## src/rtl/spi_seq_pkg.sv

```systemverilog
package spi_seq_pkg;

    localparam int CS_NUM = 4;
    localparam int CS_W   = $clog2(CS_NUM);
    localparam int BLEN_W = 4;

    typedef enum logic [1:0] {
        MODE_FDX = 2'b00,
        MODE_TX  = 2'b01,
        MODE_RX  = 2'b10,
        MODE_ALT = 2'b11
    } link_mode_e;

    typedef enum logic [1:0] {
        KIND_SINGLE = 2'b00,
        KIND_BURST  = 2'b01,
        KIND_CONT   = 2'b10,
        KIND_CONT2  = 2'b11
    } xfer_kind_e;

    typedef enum logic [1:0] {
        ST_IDLE   = 2'd0,
        ST_LAUNCH = 2'd1,
        ST_SHIFT  = 2'd2,
        ST_HOLD   = 2'd3
    } seq_state_e;

    typedef struct packed {
        link_mode_e        mode;
        xfer_kind_e        kind;
        logic [BLEN_W-1:0] blen;
        logic [CS_W-1:0]   cs_sel;
    } seq_cfg_t;

endpackage

```

## src/rtl/spi_seq_cfg.sv

```systemverilog
module spi_seq_cfg
    import spi_seq_pkg::*;
#(
    parameter int MIN_BUSY = 2
) (
    input  logic     clk,
    input  logic     rst_n,
    input  logic     periph_en,
    input  logic     cfg_wr,
    input  seq_cfg_t cfg_in,
    input  logic     seq_idle,
    output seq_cfg_t cfg_q,
    output logic     busy
);
    localparam int HW = $clog2(MIN_BUSY + 1);

    logic [HW-1:0] hold_q;

    always_ff @(posedge clk or negedge rst_n) begin
        if (!rst_n) begin
            cfg_q  <= '{mode: MODE_FDX, kind: KIND_SINGLE, blen: '0, cs_sel: '0};
            busy   <= 1'b0;
            hold_q <= '0;
        end else if (!periph_en) begin
            busy   <= 1'b0;
            hold_q <= '0;
        end else if (cfg_wr && !busy) begin
            cfg_q  <= cfg_in;
            busy   <= 1'b1;
            hold_q <= HW'(MIN_BUSY - 1);
        end else if (busy) begin
            if (hold_q != '0)
                hold_q <= hold_q - 1'b1;
            else if (seq_idle)
                busy <= 1'b0;
        end
    end

    AST_BUSY_MIN_HOLD: assert property (@(posedge clk) disable iff (!rst_n || !periph_en)
        $rose(busy) |=> busy);

    AST_CFG_FROZEN_BUSY: assert property (@(posedge clk) disable iff (!rst_n)
        busy |=> $stable(cfg_q));

    AST_CFG_FROZEN_OFF: assert property (@(posedge clk) disable iff (!rst_n)
        !periph_en |=> $stable(cfg_q));

endmodule

```

## src/rtl/spi_seq_frm_cnt.sv

```systemverilog
module spi_seq_frm_cnt #(
    parameter int W = 4
) (
    input  logic         clk,
    input  logic         rst_n,
    input  logic         clr,
    input  logic         inc,
    input  logic [W-1:0] len,
    output logic         last
);
    logic [W-1:0] cnt_q;

    always_ff @(posedge clk or negedge rst_n) begin
        if (!rst_n)
            cnt_q <= '0;
        else if (clr)
            cnt_q <= '0;
        else if (inc)
            cnt_q <= cnt_q + 1'b1;
    end

    assign last = (cnt_q == len);

    AST_BURST_END_IDLE: assert property (@(posedge clk) disable iff (!rst_n)
        (inc && !clr && last) |=> clr);

endmodule

```

## src/rtl/spi_seq_fsm.sv

```systemverilog
module spi_seq_fsm
    import spi_seq_pkg::*;
(
    input  logic       clk,
    input  logic       rst_n,
    input  logic       periph_en,
    input  logic       xfer_en,
    input  logic       tx_wr,
    input  logic       frame_done,
    input  link_mode_e mode,
    input  xfer_kind_e kind,
    input  logic       last_frame,
    output logic       seq_idle,
    output logic       frame_start,
    output logic       cs_act,
    output logic       line_idle,
    output logic       cnt_inc,
    output logic       cnt_clr
);
    seq_state_e state_q, state_d;
    logic       tx_pend_q;
    logic       needs_data;
    logic       ready;

    assign needs_data = (mode != MODE_RX);
    assign ready      = !needs_data || tx_pend_q;

    always_ff @(posedge clk or negedge rst_n) begin
        if (!rst_n)
            tx_pend_q <= 1'b0;
        else if (!periph_en)
            tx_pend_q <= 1'b0;
        else
            tx_pend_q <= tx_wr || (tx_pend_q && !(state_q == ST_LAUNCH && needs_data));
    end

    always_comb begin
        state_d = state_q;
        unique case (state_q)
            ST_IDLE:   if (xfer_en && ready) state_d = ST_LAUNCH;
            ST_LAUNCH: state_d = ST_SHIFT;
            ST_SHIFT: begin
                if (frame_done) begin
                    unique case (kind)
                        KIND_SINGLE: state_d = ST_IDLE;
                        KIND_BURST:  state_d = (last_frame || !xfer_en) ? ST_IDLE : ST_HOLD;
                        KIND_CONT,
                        KIND_CONT2:  state_d = xfer_en ? ST_HOLD : ST_IDLE;
                    endcase
                end
            end
            ST_HOLD: begin
                if (!xfer_en)   state_d = ST_IDLE;
                else if (ready) state_d = ST_LAUNCH;
            end
        endcase
        if (!periph_en)
            state_d = ST_IDLE;
    end

    always_ff @(posedge clk or negedge rst_n) begin
        if (!rst_n) state_q <= ST_IDLE;
        else        state_q <= state_d;
    end

    always_comb begin
        seq_idle    = (state_q == ST_IDLE);
        line_idle   = (state_q == ST_IDLE);
        cs_act      = (state_q != ST_IDLE);
        frame_start = (state_q == ST_LAUNCH);
        cnt_clr     = (state_q == ST_IDLE);
        cnt_inc     = (state_q == ST_SHIFT) && frame_done && (kind == KIND_BURST);
    end

    AST_FRAME_RUNS_OUT: assert property (@(posedge clk) disable iff (!rst_n)
        (state_q == ST_SHIFT && !frame_done && periph_en) |=> state_q == ST_SHIFT);

    AST_OFF_FORCES_IDLE: assert property (@(posedge clk) disable iff (!rst_n)
        !periph_en |=> state_q == ST_IDLE);

    AST_START_ONE_CYCLE: assert property (@(posedge clk) disable iff (!rst_n)
        frame_start |=> !frame_start);

endmodule

```

## src/rtl/spi_seq_cs_drv.sv

```systemverilog
module spi_seq_cs_drv #(
    parameter int N = 4,
    parameter int W = 2
) (
    input  logic         act,
    input  logic [W-1:0] sel,
    output logic [N-1:0] cs_n
);
    for (genvar g = 0; g < N; g++) begin : g_cs
        assign cs_n[g] = !(act && (sel == W'(g)));
    end
endmodule

```

## src/rtl/spi_xfer_seq.sv

```systemverilog
module spi_xfer_seq
    import spi_seq_pkg::*;
#(
    parameter int MIN_BUSY = 2
) (
    input  logic              clk,
    input  logic              rst_n,
    input  logic              periph_en,
    input  logic              xfer_en,
    input  logic              cfg_wr,
    input  logic [1:0]        cfg_mode,
    input  logic [1:0]        cfg_kind,
    input  logic [BLEN_W-1:0] cfg_blen,
    input  logic [CS_W-1:0]   cfg_cs,
    input  logic              tx_wr,
    input  logic              frame_done,
    output logic              frame_start,
    output logic [CS_NUM-1:0] cs_n,
    output logic              line_idle,
    output logic              cfg_busy
);
    seq_cfg_t cfg_in, cfg_q;
    logic     seq_idle, cs_act, cnt_inc, cnt_clr, last_frame;

    assign cfg_in = '{mode: link_mode_e'(cfg_mode), kind: xfer_kind_e'(cfg_kind),
                      blen: cfg_blen, cs_sel: cfg_cs};

    spi_seq_cfg #(.MIN_BUSY(MIN_BUSY)) i_cfg (
        .clk(clk), .rst_n(rst_n), .periph_en(periph_en), .cfg_wr(cfg_wr),
        .cfg_in(cfg_in), .seq_idle(seq_idle), .cfg_q(cfg_q), .busy(cfg_busy)
    );

    spi_seq_frm_cnt #(.W(BLEN_W)) i_cnt (
        .clk(clk), .rst_n(rst_n), .clr(cnt_clr), .inc(cnt_inc),
        .len(cfg_q.blen), .last(last_frame)
    );

    spi_seq_fsm i_fsm (
        .clk(clk), .rst_n(rst_n), .periph_en(periph_en), .xfer_en(xfer_en),
        .tx_wr(tx_wr), .frame_done(frame_done), .mode(cfg_q.mode), .kind(cfg_q.kind),
        .last_frame(last_frame), .seq_idle(seq_idle), .frame_start(frame_start),
        .cs_act(cs_act), .line_idle(line_idle), .cnt_inc(cnt_inc), .cnt_clr(cnt_clr)
    );

    spi_seq_cs_drv #(.N(CS_NUM), .W(CS_W)) i_cs (
        .act(cs_act), .sel(cfg_q.cs_sel), .cs_n(cs_n)
    );

    AST_CS_ONEHOT: assert property (@(posedge clk) disable iff (!rst_n)
        $onehot0(~cs_n));

    AST_IDLE_LINES_REST: assert property (@(posedge clk) disable iff (!rst_n)
        line_idle |-> (&cs_n));

    AST_START_HAS_CS: assert property (@(posedge clk) disable iff (!rst_n)
        frame_start |-> !(&cs_n));

endmodule

```

## config.mk

```make
export PLATFORM = sky130hd
export DESIGN_NAME = spi_xfer_seq
export DESIGN_NICKNAME = d
export VERILOG_FILES = /design/src/rtl/spi_seq_pkg.sv /design/src/rtl/spi_seq_cfg.sv /design/src/rtl/spi_seq_frm_cnt.sv /design/src/rtl/spi_seq_fsm.sv /design/src/rtl/spi_seq_cs_drv.sv /design/src/rtl/spi_xfer_seq.sv
export SDC_FILE = /design/constraint.sdc
export NUM_CORES = 1
export LEC_CHECK = 0
export ABC_CLOCK_PERIOD_IN_PS = 2100
export BUFFER_PORTS_ARGS = -buffer_cell sky130_fd_sc_hd__buf_4
export CORE_ASPECT_RATIO = 1.5
export CORE_MARGIN = 1
export CORE_UTILIZATION = 25
export CTS_CLUSTER_SIZE = 8
export DETAILED_ROUTE_END_ITERATION = 6
export PLACE_DENSITY = 0.51
export SYNTH_ARGS = -nofsm -noshare
export SYNTH_HDL_FRONTEND = slang
export SYNTH_SLANG_ARGS = --single-unit
```

## constraint.sdc

```tcl
create_clock -name clk -period 2.1 [get_ports clk]
set_input_delay 0.21 -clock clk [delete_from_list [all_inputs] [get_ports clk]]
set_output_delay 0.21 -clock clk [all_outputs]
set_load 0.02 [all_outputs]
```

# Yosys cells after proc, flatten, opt, wreduce, memory -nomap -nowiden
# Index checks and enable logic that the tools add are counted.
[word_totals]
regBits = 20
in_bits = 17
out_inout_bits = 7
elab_cells = 79
[classes]
n_addsub = 2
n_eq_ne = 16
mux = 21
reduce_logical = 31
[ops]
columns = ["cell", "count"]
rows = [
  ["2-bit 2-to-1 mux", 11],
  ["2-bit equality test, second input constant", 6],
  ["1-bit logical AND", 10],
  ["1-bit zero test", 8],
  ["4-bit 2-to-1 mux", 2],
  ["2-bit case mux with 4 select lines", 1],
  ["2-bit by 1-bit equality test with 1-bit output, second input constant", 3],
  ["2-bit zero test", 3],
  ["1-bit 2-to-1 mux", 6],
  ["3-bit by 1-bit inequality test with 1-bit output, second input constant", 2],
  ["2-bit case mux with 3 select lines", 1],
  ["2-bit nonzero test", 3],
  ["4-bit by 1-bit adder with 4-bit output, second input constant", 1],
  ["4-bit equality test", 1],
  ["4-bit by 3-bit inequality test with 1-bit output, second input constant", 1],
  ["2-bit AND reduction", 2],
  ["1-bit logical OR", 3],
  ["3-bit by 2-bit inequality test with 1-bit output, second input constant", 1],
  ["3-bit inequality test, second input constant", 1],
  ["3-bit AND reduction", 1],
  ["2-bit inequality test, second input constant", 1],
  ["2-bit OR reduction", 1],
  ["2-bit by 1-bit subtractor with 2-bit output, second input constant", 1],
]

# Longest topological paths before layout
# Gate-level depths: netlist of the first run.
[depth]
ltp_word = 7
mapped_depth = 6
depth_no_buf = 6

# Hierarchy
# From an unflattened synthesis of the first run, not the netlist that was laid out.
[hier_totals]
cells_unflattened = 88
area_unflattened_um2 = 1064.8
[by_module_without_submodules]
columns = ["mod", "instances", "cells_each", "area_each_um2", "seq_area_each_um2"]
rows = [
  ["spi_seq_cfg", 1, 39, 571.8, 325.3],
  ["spi_seq_frm_cnt", 1, 21, 234.0, 100.1],
  ["spi_seq_fsm", 1, 24, 230.2, 75.1],
  ["spi_seq_cs_drv", 1, 4, 28.8, 0.0],
]

# Least setup slack after synthesis of the first run
# Ideal clock, no wire load.
[synth_timing]
path_kind = "reg2out"
start = "register i_fsm.state_q[0]"
end = "output cs_n[0]"
arrival_ps = 1120
required_time_ps = 1890
path_slack_ps = 770
path_stages_with_launch = 4
cell_sequence = "dfrtp_1 -> or2_2 -> inv_2 -> or3_1"
[synth_between]
elab_chain_len = 3
[synth_rtl]
columns = ["element", "line", "text"]
rows = [
  ["from (decl)", "spi_seq_fsm.sv:20", "seq_state_e state_q, state_d;"],
  ["from (signal assigned)", "spi_seq_fsm.sv:63", "else state_q <= state_d;"],
  ["2-bit nonzero test", "spi_seq_fsm.sv:69", "cs_act = (state_q != ST_IDLE);"],
  ["1-bit logical AND", "spi_seq_cs_drv.sv:10", "assign cs_n[g] = !(act && (sel == W'(g)));"],
  ["1-bit zero test", "spi_seq_cs_drv.sv:10", ""],
  ["to (decl)", "spi_xfer_seq.sv:18", "output logic [CS_NUM-1:0] cs_n,"],
]
# Every way passes these cells.

# Worst setup path after layout of the first run
# Same ends and word-level chain as after synthesis.

==> results.yml, run 1 <==
status:
  status: "complete, no violations"
placed_design:
  gp_congestion: 0.669
  io_buffer_count: 23
  dp_hpwl_um: 1520
route:
  wl_met2_um: 945
  vias: 745
  top_layer: "met4"
  ant_nets: 0
  wl_met1_um: 829
  drt-total-wl_um: 1920
  drt-initial-drc-count: 9
  wl_met3_um: 96
  remaining_drc_errors: 0
  drtPass1Iterations: 4
  drt-vias-per-instance: 4.78
  wire_per_inst_um: 12.3
critical_path:
  slowest_stage: "dfrtp_1"
  crit_type: "register to output pin"
  endpoint: "cs_n[0]"
  crit_cells: 4
  cp_max_fo: 7
  startpoint: "i_fsm.state_q[0]"
  path_cells: "or2_2 -> inv_2 -> or3_1 -> buf_4"
  timing.rr.start: "i_cfg.busy"
  cp-end-kind: "output pin"
  reg2reg_slack_ns: 0.65
  worstPathRequired_ns: 1.89
  slowest_delay_ns: 0.46
  cpLargestDelayFamily: "simple AND/OR/NAND/NOR gates"
  crit_buf_inv: 2
  cp.arrival_ns: 1.50
  reg2reg_to: "i_cfg.cfg_q[6]"
  cp-start-kind: "register"
  worstRegToRegCells: 2
floorplanning:
  rows: 27
  die_y_um: 79.2
  die_area_mm2: 0.00424
  coreArea_mm2: 0.00375
  ioPinCount: 24
  initial_core_util: 0.265
  die_x_um: 53.5
timing:
  finalMaxSlewViolations: 0
  worst_pin_slew_ns: 0.499
  max_freq_ghz: 0.585
  tns_ns: 0
  relSlewSlack: 0.667
  setup_violations: 0
  rsz0062_at_grt: "no"
  fin_skew_ns: 0.00146
  finalHoldViolCount: 0
  finalCritPeriodShare: 0.815
  finalCriticalPeriod_ns: 1.71
power_and_ir_drop:
  power_leakage_nw: 0.580
  p_switching_mw: 0.251
  ir_worst_vdd_mv: 0.371
  clkPwrFrac: 0.267
  p_seq_frac: 0.522
  power_density_mw_per_mm2: 726
  switching_share: 0.274
  combPwrFrac: 0.210
  p_total_mw: 0.917
  power.internal_mw: 0.666
finish:
  layout-drive-gt1-share: 0.381
  area_delta_synth_final_pct: 27.2
  n_antenna_cell: 0
  num-nets-final: 134
synth:
  yosysUniqueCellTypes: 34
  synth_compound_area_frac: 0.0831
  synth_top_family_by_area: "simple AND/OR/NAND/NOR gates"
  avgSynthCellArea_um2: 11.4
  mappedNetlistArea_um2: 993
  synth_fa_ha_area_frac: 0.0252
  synth_seq_cells: 20
  synth_xor_xnor_area_share: 0.0617
  syn_nets: 106
  synth_top_area_share: 0.504
  yosysTopAreaCell: "dfrtp_1"
  yosys_warnings: 0
  synthCells: 87
  synth.area.mux_share: 0.134
  synthSimpleGateAreaFrac: 0.166
  synth_seq_area_share: 0.504
  synthTopCellsByArea: "dfrtp_1, mux2_2, xor2_1"
global_route:
  grt_pass1_vias: 732
  grt_usage: 0.105
  overflow: 0
  antenna_found_initial: 0
  grt_max_degree: 21
  grt_pass1_wl_um: 3240
clocking:
  numCtsBuffers: 3
  cts_max_level: 1
  clk_path_buf_depth: 2
  cts-root-buf: "clkbuf_8"
  cts_tree: "yes"
  postCtsSetupBuffers: 0
  hold_buffers: 1
  cts.sinks: 20
  clock_latency_ns: 0.26
  clkSlewWorstSetupHoldPaths_ns: 0.07
  post_cts_resized: 0
worst_hold_path:
  hold_class: "input port to register"
job:
  cap_violations: 0
[through the flow]
| stage | area, um2 | std cells | hold WS, ns | setup slack [ns] | utilization |
|---|---|---|---|---|---|
| 2_1_floorplan | 993 | 87 | -0.0856 | 0.770 | - |
| 3_3_place_gp | 1210 | 152 | 0.104 | 0.657 | 0.323 |
| 3_5_place_dp | 1210 | 152 | 0.105 | 0.636 | 0.323 |
| 4_1_cts | 1260 | 156 | 0.169 | 0.380 | 0.337 |
| 5_1_grt | 1260 | 156 | 0.169 | 0.306 | 0.337 |
| 6_report | 1260 | 156 | 0.170 | 0.390 | 0.337 |
[synth_stat cells]
| library cell | n |
|---|---|
| nand3b_1 | 2 |
| buf_4 | 1 |
| nor3_1 | 1 |
| nor2_1 | 7 |
| ha_1 | 2 |
| xnor2_1 | 2 |
| dfrtp_1 | 20 |
| nand3_1 | 1 |
| and3_1 | 1 |
| nand4_1 | 2 |
| or3b_2 | 1 |
| o21a_1 | 2 |
| nor2b_1 | 2 |
| nand2b_1 | 1 |
| mux2i_1 | 2 |
| nand2_2 | 1 |
| a22oi_1 | 1 |
| a21oi_1 | 1 |
| nor3b_2 | 1 |
| or3_1 | 1 |
| o31ai_1 | 1 |
| o41ai_1 | 1 |
| a31oi_1 | 2 |
| o311ai_0 | 1 |
| mux2_2 | 10 |
| and4_2 | 1 |
| or2_2 | 1 |
| xor2_1 | 5 |
| inv_2 | 1 |
| a211oi_1 | 1 |
| nand2_1 | 4 |
| inv_1 | 4 |
| o21ai_0 | 2 |
| and3_4 | 1 |
[layer usage]
layer / vias up / track usage
met5: - / 0
met4: 0 / 0.0632
met3: 5 / 0.0192
met2: 23 / 0.169
met1: 354 / 0.125
li1: 363 / -
[placed cells by master (no fill, tap or decap), types with 2 or more instances in the layout]
| cell type | instances |
|---|---|
| a31oi_1 | 2 |
| buf_4 | 23 |
| clkbuf_8 | 3 |
| dfrtp_1 | 20 |
| ha_1 | 2 |
| inv_1 | 4 |
| mux2_2 | 10 |
| mux2i_1 | 2 |
| nand2_1 | 4 |
| nand3b_1 | 2 |
| nand4_1 | 2 |
| nor2_1 | 7 |
| nor2b_1 | 2 |
| o21a_1 | 2 |
| o21ai_0 | 2 |
| xnor2_1 | 2 |
| xor2_1 | 5 |
[cell type report]
class | instances | area, um2
Clock buffer | 3 | 41.3
Fill cell | 386 | 2490
Inverter | 5 | 18.8
Multi-Input combinational cell | 61 | 467
Sequential cell | 20 | 500
Tap cell | 43 | 53.8
Timing Repair Buffer | 24 | 183
[worst min-delay path by stage]
stage / startpoint / endpoint / slack, ns / cells past startpoint
floorplan: rst_n / i_cfg.busy / -0.09 / 0
global placement: rst_n / i_cfg.cfg_q[0] / 0.10 / 1
CTS: frame_done / i_fsm.state_q[1] / 0.17 / 2
global route: frame_done / i_fsm.state_q[1] / 0.17 / 2
detailed placement: rst_n / i_cfg.cfg_q[0] / 0.10 / 1
finish: frame_done / i_fsm.state_q[1] / 0.17 / 2
[kinds of logic after synthesis]
kind of cell | Yosys count
compound gates | 12
xor+xnor | 7
fa+ha+maj | 2
simple gates | 28
buf+inv | 6
mux | 12
flops | 20
[state kept, by name, summed over array words and instances (netlist names)]
register	flops
i_cnt.cnt_q	4
i_fsm.state_q	2
i_cfg.hold_q	2
i_fsm.tx_pend_q	1
i_cfg.busy	1
i_cfg.cfg_q	10
[power groups by stage]
stage                     Combinational (mW)  Sequential, mW  Clock [mW]
final                                  0.193           0.479       0.245
after CTS                              0.196           0.480       0.252
after global placement                 0.190           0.485           0
after floorplan                        0.123           0.476           0
after detailed placement               0.194           0.487           0
after global routing                   0.214           0.486       0.269
Note: power is estimated with default switching activity, not from simulation.
==> run 2, diff against run 1 <==
--- a/config.mk
+++ b/config.mk
@@ -5,7 +5,7 @@
 export SDC_FILE = /design/constraint.sdc
 export NUM_CORES = 1
 export LEC_CHECK = 0
-export ABC_CLOCK_PERIOD_IN_PS = 2100
+export ABC_CLOCK_PERIOD_IN_PS = 1730
 export BUFFER_PORTS_ARGS = -buffer_cell sky130_fd_sc_hd__buf_4
 export CORE_ASPECT_RATIO = 1.5
 export CORE_MARGIN = 1
==> constraint.sdc (replaced) <==
create_clock -name clk -period 1.73 [get_ports clk]
set_input_delay 0.173 -clock clk [delete_from_list [all_inputs] [get_ports clk]]
set_output_delay 0.173 -clock clk [all_outputs]
set_load 0.02 [all_outputs]
==> results.yml, run 2 (synthesis gave the netlist of run 1 again) <==
job:
  cap_violations: 0
route:
  drt-vias-per-instance: 4.66
  ant_nets: 0
  drt-total-wl_um: 1930
  wire_per_inst_um: 12.3
  vias: 731
  drtPass1Iterations: 3
  remaining_drc_errors: 0
  drt-initial-drc-count: 7
worst_hold_path:
  min_to: "i_fsm.state_q[1]"
  holdCritStartpoint: "frame_done"
  holdPathStages: 2
  hold_class: "input port to register"
finish:
  area_delta_synth_final_pct: 28.7
  n_antenna_cell: 0
  num-nets-final: 134
  layout-drive-gt1-share: 0.395
  final_cell_mix: "buf_4, dfrtp_1, mux2_2, nor2_1, xor2_1"
  fillers: 371
  reg.largest.list: "i_cfg.cfg_q: 10 flops, i_cnt.cnt_q: 4 flops"
  instances_no_fill: 157
  top_register: "i_cfg.cfg_q"
  layout_commonest_cell: "buf_4"
  largest_reg_flops: 10
floorplanning:
  rows: 27
  die_area_mm2: 0.00424
  die_y_um: 79.2
  initial_core_util: 0.265
  ioPinCount: 24
  die_x_um: 53.5
  coreArea_mm2: 0.00375
clocking:
  cts_max_level: 1
  cts-root-buf: "clkbuf_8"
  clk_path_buf_depth: 2
  clock_latency_ns: 0.26
  clkSlewWorstSetupHoldPaths_ns: 0.08
  postCtsSetupBuffers: 0
  cts.sinks: 20
  numCtsBuffers: 3
  cts_tree: "yes"
critical_path:
  timing.rr.start: "i_cfg.busy"
  cp-end-kind: "output pin"
  cp_max_fo: 7
  crit_type: "register to output pin"
  reg2reg_slack_ns: 0.29
  cp.arrival_ns: 1.47
  reg2reg_to: "i_cfg.cfg_q[1]"
  cp-start-kind: "register"
  worstPathRequired_ns: 1.56
  worstRegToRegCells: 2
timing:
  hold-worst-slack_ns: 0.127
  finalMaxSlewViolations: 0
  relSlewSlack: 0.677
  finalCriticalPeriod_ns: 1.64
  rsz0062_at_grt: "no"
  tns_ns: 0
  setup_violations: 0
  max_freq_ghz: 0.608
  fin_skew_ns: 0.00820
  setup_slack_ns: 0.0851
  finalCritPeriodShare: 0.951
  finalHoldViolCount: 0
  worst_pin_slew_ns: 0.483
power_and_ir_drop:
  power_leakage_nw: 0.586
  power_density_mw_per_mm2: 910
  p_total_mw: 1.16
  ir_worst_vdd_mv: 0.587
global_route:
  antenna_found_initial: 0
  grt_usage: 0.108
  grt_pass1_vias: 795
  grt_pass1_wl_um: 3420
  overflow: 0
  grt_max_degree: 21
placed_design:
  io_buffer_count: 23
  gp_congestion: 0.684
  dp_hpwl_um: 1530
  dp.cells: 152
  pre_cts_slack_ns: 0.261
status:
  status: "complete, no violations"
-- run 2: cell types whose count changed in the layout (fill, tap and decap cells not counted) --
cell      before  now
dfrtp_2        0    1
clkbuf_8       3    4
dfrtp_1       20   19
-- run 2: worst max path at each step --
stage	from	to	slack [ns]	cells after the start
finish	i_fsm.state_q[0]	cs_n[0]	0.09	4
global placement	i_cfg.busy	i_cfg.cfg_q[7]	0.29	2
global route	i_fsm.state_q[1]	cs_n[0]	0.03	4
detailed placement	i_cfg.busy	i_cfg.cfg_q[1]	0.26	2
floorplan	i_fsm.state_q[0]	cs_n[0]	0.44	3
CTS	i_fsm.state_q[0]	cs_n[0]	0.04	4
-- run 2: area by class of cell --
cell class                      count  area (um2)  area share
Sequential cell                    20         502       0.392
Multi-Input combinational cell     61         467       0.365
Timing Repair Buffer               24         183       0.143
Clock buffer                        4        55.1      0.0431
Tap cell                           43        53.8      0.0421
Inverter                            5        18.8      0.0147
-- run 2: where the power goes --
group / switching (mW) / internal [mW]
logic: 0.108 / 0.125
clock network: 0.148 / 0.202
registers: 0.0530 / 0.528
total: 0.309 / 0.856
-- run 2: metal layers --
layer  share of wire  track usage
met1            0.44        0.129
met5               0            0
met3           0.052       0.0172
met4          0.0098       0.0553
met2            0.49        0.178
-- run 2: what timing repair did --
item	in CTS	in global routing
setup endpoints to repair	0	1
hold buffers	1	0
resized for setup	0	1
endpoints found under the hold margin	20	0
-- run 2: stage by stage --
step | utilization | cell area [um2]
global placement | 0.323 | 1210
CTS | 0.341 | 1280
floorplan | - | 993
detailed placement | 0.323 | 1210
global route | 0.341 | 1280
finish | 0.341 | 1280
-- run 2: worst max-delay path, cell delays in order, from the launching register on --
cell and delay [ns]:
dfrtp_2 0.45, or2_2 0.35, inv_2 0.16, or3_1 0.13, buf_4 0.13
